`config.mk`:
```
export PLATFORM = sky130hd
export DESIGN_NAME = hv_supervisor
export DESIGN_NICKNAME = d
export VERILOG_FILES = /design/src/rtl/hv_sup_pkg.sv /design/src/rtl/hv_pwr_qual.sv /design/src/rtl/hv_ramp_gen.sv /design/src/rtl/hv_duty_reg.sv /design/src/rtl/hv_seq_fsm.sv /design/src/rtl/hv_supervisor.sv
export SDC_FILE = /design/constraint.sdc
export NUM_CORES = 1
export LEC_CHECK = 0
export ABC_CLOCK_PERIOD_IN_PS = 4150
export CORE_ASPECT_RATIO = 2
export CORE_MARGIN = 2
export CORE_UTILIZATION = 50
export DETAILED_ROUTE_END_ITERATION = 8
export DONT_BUFFER_PORTS = 1
export GPL_TIMING_DRIVEN = 0
export PLACE_DENSITY_LB_ADDON = 0.08
export SKIP_CTS_REPAIR_TIMING = 1
export SLEW_MARGIN = 10
export SYNTH_ARGS = -nofsm -noshare
export SYNTH_HDL_FRONTEND = slang
export SYNTH_HIERARCHICAL = 1
export SYNTH_SLANG_ARGS = --single-unit
```
`constraint.sdc`:
```
create_clock -name clk_i -period 4.15 [get_ports clk_i]
set_clock_uncertainty 0.1 [all_clocks]
set_input_delay 0.2075 -clock clk_i [delete_from_list [all_inputs] [get_ports clk_i]]
set_output_delay 0.2075 -clock clk_i [all_outputs]
set_load 0.005 [all_outputs]
```
`src/rtl/hv_sup_pkg.sv`:
```
package hv_sup_pkg;
  typedef enum logic [2:0] {
    ST_RAMP   = 3'd0,
    ST_INIT   = 3'd1,
    ST_WAIT   = 3'd2,
    ST_CLOSED = 3'd3,
    ST_ERR    = 3'd4
  } hv_state_e;
endpackage

```
`src/rtl/hv_pwr_qual.sv`:
```
module hv_pwr_qual #(
  parameter int STABLE_CYCLES = 1000
) (
  input  logic clk_i,
  input  logic rst_ni,
  input  logic pwr_i,
  output logic stable_o
);
  localparam int CW = $clog2(STABLE_CYCLES + 1);
  localparam logic [CW-1:0] CMAX = CW'(STABLE_CYCLES);

  logic [CW-1:0] cnt_q;

  always_ff @(posedge clk_i or negedge rst_ni) begin
    if (!rst_ni)          cnt_q <= '0;
    else if (!pwr_i)      cnt_q <= '0;
    else if (cnt_q != CMAX) cnt_q <= cnt_q + 1'b1;
  end

  assign stable_o = (cnt_q == CMAX) && pwr_i;


  stable_needs_history_chk: assert property (@(posedge clk_i) disable iff (!rst_ni)
    stable_o |-> $past(pwr_i));
endmodule

```
`src/rtl/hv_ramp_gen.sv`:
```
module hv_ramp_gen #(
  parameter int RAMP_STEPS = 64,
  parameter int DUTY_W     = 10
) (
  input  logic              clk_i,
  input  logic              rst_ni,
  input  logic              run_i,
  output logic [DUTY_W-1:0] duty_o,
  output logic              done_o
);
  localparam int RW    = $clog2(RAMP_STEPS);
  localparam int SHIFT = DUTY_W - RW;
  localparam logic [RW-1:0] LAST = RW'(RAMP_STEPS - 1);

  logic [RW-1:0] cnt_q;

  always_ff @(posedge clk_i or negedge rst_ni) begin
    if (!rst_ni)     cnt_q <= '0;
    else if (run_i)  cnt_q <= cnt_q + 1'b1;
    else             cnt_q <= '0;
  end

  assign duty_o = DUTY_W'(cnt_q) << SHIFT;
  assign done_o = run_i && (cnt_q == LAST);


  ramp_monotonic_chk: assert property (@(posedge clk_i) disable iff (!rst_ni)
    (run_i && !done_o) |=> (duty_o > $past(duty_o)) || !run_i);
endmodule

```
`src/rtl/hv_duty_reg.sv`:
```
module hv_duty_reg #(
  parameter int SP_W       = 12,
  parameter int DUTY_W     = 10,
  parameter int GAIN_SHIFT = 3
) (
  input  logic              clk_i,
  input  logic              rst_ni,
  input  logic              en_i,
  input  logic [SP_W-1:0]   sp_i,
  input  logic [SP_W-1:0]   meas_i,
  output logic [DUTY_W-1:0] duty_o
);
  localparam int SW = ((DUTY_W > SP_W) ? DUTY_W : SP_W) + 2;
  localparam logic signed [SW-1:0] DMAX_S = SW'((1 << DUTY_W) - 1);

  logic [DUTY_W-1:0]       duty_q;
  logic signed [SP_W:0]    diff_s;
  logic signed [SP_W:0]    shf_s;
  logic signed [SW-1:0]    step_s;
  logic signed [SW-1:0]    sum_s;
  logic [DUTY_W-1:0]       duty_d;

  always_comb begin
    diff_s = $signed({1'b0, sp_i}) - $signed({1'b0, meas_i});
    shf_s  = diff_s >>> GAIN_SHIFT;
    step_s = {{(SW-SP_W-1){shf_s[SP_W]}}, shf_s};
    sum_s  = $signed({{(SW-DUTY_W){1'b0}}, duty_q}) + step_s;
    if (sum_s[SW-1])        duty_d = '0;
    else if (sum_s > DMAX_S) duty_d = DMAX_S[DUTY_W-1:0];
    else                    duty_d = sum_s[DUTY_W-1:0];
  end

  always_ff @(posedge clk_i or negedge rst_ni) begin
    if (!rst_ni)    duty_q <= '0;
    else if (en_i)  duty_q <= duty_d;
    else            duty_q <= '0;
  end

  assign duty_o = duty_q;


  no_residual_duty_chk: assert property (@(posedge clk_i) disable iff (!rst_ni)
    !en_i |=> duty_o == '0);
endmodule

```
`src/rtl/hv_seq_fsm.sv`:
```
module hv_seq_fsm
  import hv_sup_pkg::*;
#(
  parameter int SP_W = 12
) (
  input  logic            clk_i,
  input  logic            rst_ni,
  input  logic            ramp_done_i,
  input  logic            pwr_i,
  input  logic            pwr_ok_i,
  input  logic            uv_i,
  input  logic            wdog_i,
  input  logic            ack_i,
  input  logic [SP_W-1:0] sp_i,
  input  logic [SP_W-1:0] meas_i,
  input  logic [SP_W-1:0] lim_hi_i,
  input  logic [SP_W-1:0] lim_lo_i,
  output hv_state_e       state_o
);
  hv_state_e       st_q, st_d;
  logic [SP_W-1:0] hi_q, lo_q;
  logic            breach;
  logic            ack_ok;

  assign breach = (meas_i > hi_q) || (meas_i < lo_q);
  assign ack_ok = ack_i && (sp_i == '0) && (meas_i == '0);

  always_comb begin
    st_d = st_q;
    if (uv_i || wdog_i) st_d = ST_ERR;
    else begin
      unique case (st_q)
        ST_RAMP:   if (ramp_done_i) st_d = ST_INIT;
        ST_INIT:   st_d = ST_WAIT;
        ST_WAIT:   if (pwr_ok_i) st_d = ST_CLOSED;
        ST_CLOSED: if (breach) st_d = ST_ERR;
                   else if (!pwr_i) st_d = ST_WAIT;
        ST_ERR:    if (ack_ok) st_d = ST_WAIT;
        default:   st_d = ST_ERR;
      endcase
    end
  end

  always_ff @(posedge clk_i or negedge rst_ni) begin
    if (!rst_ni) begin
      st_q <= ST_RAMP;
      hi_q <= '0;
      lo_q <= '0;
    end else begin
      st_q <= st_d;
      if (st_q == ST_INIT) begin
        hi_q <= lim_hi_i;
        lo_q <= lim_lo_i;
      end
    end
  end

  assign state_o = st_q;


  fault_to_error_chk: assert property (@(posedge clk_i) disable iff (!rst_ni)
    (uv_i || wdog_i) |=> state_o == ST_ERR);

  closed_entry_chk: assert property (@(posedge clk_i) disable iff (!rst_ni)
    (state_o == ST_CLOSED && $past(state_o) != ST_CLOSED) |-> ($past(state_o) == ST_WAIT && $past(pwr_i)));

  error_hold_chk: assert property (@(posedge clk_i) disable iff (!rst_ni)
    (state_o == ST_ERR && (sp_i != '0 || meas_i != '0)) |=> state_o == ST_ERR);
endmodule

```
`src/rtl/hv_supervisor.sv`:
```
module hv_supervisor
  import hv_sup_pkg::*;
#(
  parameter int SP_W          = 12,
  parameter int DUTY_W        = 10,
  parameter int RAMP_STEPS    = 64,
  parameter int STABLE_CYCLES = 1000,
  parameter int GAIN_SHIFT    = 3
) (
  input  logic              clk_i,
  input  logic              rst_ni,
  input  logic [SP_W-1:0]   sp_i,
  input  logic [SP_W-1:0]   meas_i,
  input  logic [SP_W-1:0]   lim_hi_i,
  input  logic [SP_W-1:0]   lim_lo_i,
  input  logic              pwr24_i,
  input  logic              uv_i,
  input  logic              wdog_i,
  input  logic              ack_i,
  output logic              pwm_en_o,
  output logic [DUTY_W-1:0] pwm_duty_o,
  output logic [SP_W-1:0]   sp_eff_o,
  output logic [2:0]        state_o,
  output logic              err_o
);
  hv_state_e         st;
  logic              pwr_ok;
  logic              ramp_done;
  logic [DUTY_W-1:0] ramp_duty;
  logic [DUTY_W-1:0] reg_duty;
  logic              in_ramp, in_cl, drive;

  assign in_ramp = (st == ST_RAMP);
  assign in_cl   = (st == ST_CLOSED);

  hv_pwr_qual #(.STABLE_CYCLES(STABLE_CYCLES)) u_qual (
    .clk_i(clk_i), .rst_ni(rst_ni), .pwr_i(pwr24_i), .stable_o(pwr_ok)
  );

  hv_ramp_gen #(.RAMP_STEPS(RAMP_STEPS), .DUTY_W(DUTY_W)) u_ramp (
    .clk_i(clk_i), .rst_ni(rst_ni), .run_i(in_ramp),
    .duty_o(ramp_duty), .done_o(ramp_done)
  );

  hv_duty_reg #(.SP_W(SP_W), .DUTY_W(DUTY_W), .GAIN_SHIFT(GAIN_SHIFT)) u_reg (
    .clk_i(clk_i), .rst_ni(rst_ni), .en_i(in_cl && pwr24_i),
    .sp_i(sp_i), .meas_i(meas_i), .duty_o(reg_duty)
  );

  hv_seq_fsm #(.SP_W(SP_W)) u_fsm (
    .clk_i(clk_i), .rst_ni(rst_ni), .ramp_done_i(ramp_done),
    .pwr_i(pwr24_i), .pwr_ok_i(pwr_ok), .uv_i(uv_i), .wdog_i(wdog_i),
    .ack_i(ack_i), .sp_i(sp_i), .meas_i(meas_i),
    .lim_hi_i(lim_hi_i), .lim_lo_i(lim_lo_i), .state_o(st)
  );

  // interlock: no drive without 24 V, regardless of state
  assign drive      = pwr24_i && (in_ramp || in_cl);
  assign pwm_en_o   = drive;
  assign pwm_duty_o = !drive ? '0 : (in_ramp ? ramp_duty : reg_duty);
  assign sp_eff_o   = (pwr24_i && in_cl) ? sp_i : '0;
  assign state_o    = st;
  assign err_o      = (st == ST_ERR);


  pwr_off_interlock_chk: assert property (@(posedge clk_i) disable iff (!rst_ni)
    !pwr24_i |-> (!pwm_en_o && pwm_duty_o == '0 && sp_eff_o == '0));

  err_safe_chk: assert property (@(posedge clk_i) disable iff (!rst_ni)
    err_o |-> (!pwm_en_o && sp_eff_o == '0));
endmodule

```
==> results.txt <==
----------------------------------------------------
[Outcome]
  Outcome ... finished, violations left
  Failing checks ... hold timing

[Pwr]
  Internal Pwr Total ... 0.840 mW
  Net switching fraction of the power ... 0.271
  Post-layout total power ... between 1 and 1.5 mW
  Leakage power ... 2.23 nW
  Net switching power ... ~0.31 mW
  Worst-case vdd ir drop ... between 0.00015 and 0.0002 V
  Power per cell area ... ~240 nW/um2
  Sequential power share ... 0.452
  Combinational Power Share ... 0.179
  Fraction of power consumed by the clock network ... 0.369

[Detailed routing]
  Iteration-0 DRC count of the detailed router ... around 150
  Number of detailed-route iterations in the first pass ... 4
  Average via count per standard cell ... about 5.7
  Antenna violation net count after detailed routing ... 0
  DRC violations left ... 0
  Detailed-route wire length ... 10.8 mm
  Drt wl/cell ... 17.6 um
  Total number of vias ... approximately 3500

[Timing]
  Setup repair after global routing missed its margin ... false
  Final critical path time including I/O delays and setup ... between 3000 and 4000 ps
  Final max-slew violation count ... 0
  Max Clock Freq ... approximately 270 MHz
  Final sum of negative setup slack ... 0 ps
  Number of hold violations in the final report ... 1
  Fin crit share ... 0.877
  Fin Hold WS ... -2.67 ps
  Measured slew at the worst slew-check pin ... around 710 ps
  Worst max-slew margin expressed relative to the limit ... 0.523
  Number of endpoints failing setup at the final stage ... 0

[Clock network]
  H-tree Lvls ... 2
  Number of CTS-inserted buffers ... 5
  Clk slew on worst S/H paths ... roughly 70 ps
  Clk sink count ... between 50 and 60
  Clock root cell ... clkbuf_16
  Buffer levels on the longest clock path ... 2
  CTS tree ... built
  Clk Latency, worst-skew pair ... roughly 300 ps

[Floorplanning]
  Starting utilization of the core area ... 0.507
  Overall die height ... between 100 and 150 um
  Width of the chip ... between 60 and 70 um
  Count of pins on the block boundary ... a little over 80
  Core Footprint ... ~8200 um2
  Die Outline Area ... 9070 um2
  Number of rows created at floorplan ... 47

[Critical path]
  Critical path startpoint ... meas_i[2]
  Startpoint of the worst register-to-register path ... u_reg/duty_o[0]
  Nature of the critical path endpoint ... register
  Type of element launching the critical path ... input port
  Data arrival, critical path ... 3720 ps
  Worst-case register-to-register setup slack ... roughly 1500 ps
  Critical setup path kind ... input port to register
  Req. time, crit path ... 4230 ps
  Worst-case reg-to-reg path depth ... 9
  Reg2Reg Capture Point ... u_reg/duty_o[7]
  Worst setup path endpoint ... u_reg/duty_o[2]
  Critical Path, Cell by Cell ... inv_1 -> ha_1 -> a21oi_1 -> o21ai_0 -> a41o_1 -> and2_1 -> o41ai_1 -> o21ba_2 -> xnor2_1 -> ha_1 -> a21oi_1 -> nor2b_1 -> nor2_1 -> o31ai_1 -> and3_2 -> o21a_1 -> buf_4 -> a21boi_2
  Critical-path cell with the highest stage delay ... o41ai_1
  Worst-path maximum fanout ... 10
  Crit path largest cell delay ... 500 ps

[Placed design]
  Final estimated routing congestion in global placement ... between 0.8 and 0.9
  Number of buffer cells added on primary ports ... 0
  HPWL reported at the end of detailed placement ... approximately 8.4 mm

[Logic synthesis]
  Sequential area share after synthesis ... 0.320
  Fraction of synthesis flops using an asynchronous set or reset pin ... 1.00
  Number of enable-type register cells in the synthesized netlist ... 0
  Post-Synthesis Cells ... about 470
  Count of distinct cell types in the synthesized netlist ... slightly above 60
  Mean instance size in the synthesized netlist ... roughly 9 um2
  Warnings from Yosys ... 6
  Flip-flop and latch count after synthesis ... between 50 and 60
  Top_reg_cell synth ... dfrtp_1
  Cell area after synthesis ... ~4100 um2

[Final layout]
  Area of the multi-input gates ... around 2600 um2
  Filler Cell Count ... approximately 760
  Antenna cells ... 0
  Total area of sequential cells ... roughly 1300 um2
  Post-synthesis to final-layout area growth ... 14.0%
  Fraction of layout instances using a drive strength above 1 ... 0.0840
  Final #Nets ... 616

[Global route]
  Initial antenna violation count ... 0
  Via count of the first global-routing pass ... around 3300
  Overall overflow remaining after global route ... 0
  Largest net degree at the start of global routing ... between 50 and 60
  Wire length of the first global-routing pass ... approximately 17 mm
  GR Util All Layers ... 0.250

[Flow run]
  Max-capacitance violation count ... 0

[Hold path]
  Classification of the worst-slack hold path ... input port to register

----------------------------------------------------
[registers in the layout, summed over array words and instances, names as in the netlist]
register,flops
u_fsm/hi_q,12
u_fsm/lo_q,12
u_qual/cnt_q,10
u_reg/duty_o,10
u_ramp/cnt_q,6
u_fsm/state_o,3
[logic make-up (layout without fill, tap and decap cells)]
| kind of cell | after synthesis | after routing | share of synthesized area |
|---|---|---|---|
| multiplexers | 7 | 7 | 0.0178 |
| buffers and inverters | 59 | 95 | 0.0616 |
| adder cells (fa/ha/maj) | 51 | 51 | 0.156 |
| AND/OR/NAND/NOR | 169 | 169 | 0.229 |
| XOR/XNOR | 21 | 21 | 0.0489 |
| other | 1 | 4 | 0.000905 |
| AO/OA/AOI/OAI | 112 | 112 | 0.166 |
| flip-flops | 53 | 53 | 0.320 |
[power by group through the flow]
stage          Combinational (mW)  Sequential (mW)  Clock (mW)
4_1_cts                     0.170            0.521       0.440
6_report                    0.206            0.522       0.426
2_1_floorplan               0.141            0.531           0
5_1_grt                     0.233            0.522       0.458
3_5_place_dp                0.169            0.532           0
3_3_place_gp                0.165            0.532           0
[through the flow]
step	area [um2]	worst slack, ps	cells	util
floorplan	4150	699	476	-
CTS	4420	499	582	0.541
detailed placement	4280	196	574	0.523
global route	4720	285	610	0.578
finish	4720	509	610	0.578
global placement	4280	206	574	0.523
[cells in the mapped netlist (3+ instances only)]
| library cell | instances | area [um2] |
|---|---|---|
| nand3_1 | 20 | 100 |
| nor2_1 | 21 | 78.8 |
| o31ai_1 | 3 | 22.5 |
| a211o_1 | 3 | 26.3 |
| and2_1 | 20 | 125 |
| or3b_2 | 5 | 43.8 |
| or3b_1 | 6 | 52.6 |
| xnor2_1 | 14 | 123 |
| a21o_1 | 3 | 22.5 |
| xor2_1 | 6 | 52.6 |
| o21ai_0 | 37 | 185 |
| nand4_1 | 8 | 50.1 |
| a211oi_1 | 5 | 37.5 |
| buf_4 | 6 | 45.0 |
| ha_1 | 50 | 626 |
| inv_1 | 42 | 158 |
| nor4_1 | 6 | 37.5 |
| mux2i_1 | 4 | 40.0 |
| nand2b_1 | 7 | 43.8 |
| or4_1 | 3 | 22.5 |
| a21oi_1 | 34 | 170 |
| o21a_1 | 12 | 90.1 |
| clkbuf_1 | 7 | 26.3 |
| nor3_1 | 6 | 30.0 |
| nor2b_1 | 5 | 31.3 |
| nand2_1 | 44 | 165 |
| dfrtp_1 | 53 | 1330 |
| mux2_2 | 3 | 33.8 |
| buf_2 | 3 | 15.0 |
[cell type report]
type                       count  share of cell area
timing repair buffer          28              0.0631
clock buffer                   5              0.0265
multi-input combinational    364               0.545
inverter                      42              0.0334
sequential                    53               0.281
clock inverter                 3             0.00451
tap                           98              0.0260
buffer                        17              0.0207
[worst min-delay path by stage]
| stage | from | to | slack (ps) | depth (start not counted) |
|---|---|---|---|---|
| after floorplan | rst_ni | u_fsm/hi_q[0] | -190 | 0 |
| after global placement | rst_ni | u_reg/duty_o[1] | -190 | 0 |
| after detailed placement | rst_ni | u_reg/duty_o[1] | -190 | 0 |
| after CTS | rst_ni | u_reg/duty_o[2] | -510 | 0 |
| after global routing | pwr24_i | u_fsm/state_o[0] | 0.4 | 2 |
| final | uv_i | u_fsm/state_o[0] | -3 | 3 |
[critical path: cells and delay by family]
| family | cells | cell delay, ps |
|---|---|---|
| AOI/OAI and AO/OA | 9 | 2010 |
| xor gates and xnor gates | 1 | 150 |
| adders and majority gates | 2 | 570 |
| buffers and inverters | 2 | 190 |
| and+or+nand+nor | 4 | 590 |
[routing by layer]
layer	vias up	global-route usage	part of all wire
met2	65	0.478	0.59
li1	1729	-	-
met5	-	0	0
met3	13	0.0519	0.045
met4	0	0.0822	0.021
met1	1696	0.249	0.35
[layout by cell type (no fill, tap or decap), types with 7 or more instances in the layout]
cell | Yosys | routed
dfrtp_1 | 53 | 53
xnor2_1 | 14 | 14
o21ai_0 | 37 | 37
nand3_1 | 20 | 20
ha_1 | 50 | 50
a21oi_1 | 34 | 34
o21a_1 | 12 | 12
inv_1 | 42 | 42
dlygate4sd3_1 | 0 | 27
nor2_1 | 21 | 21
nand2b_1 | 7 | 7
nand2_1 | 44 | 44
nand4_1 | 8 | 8
and2_1 | 20 | 20
clkbuf_1 | 7 | 7
Note: power is estimated with default switching activity, not from simulation.
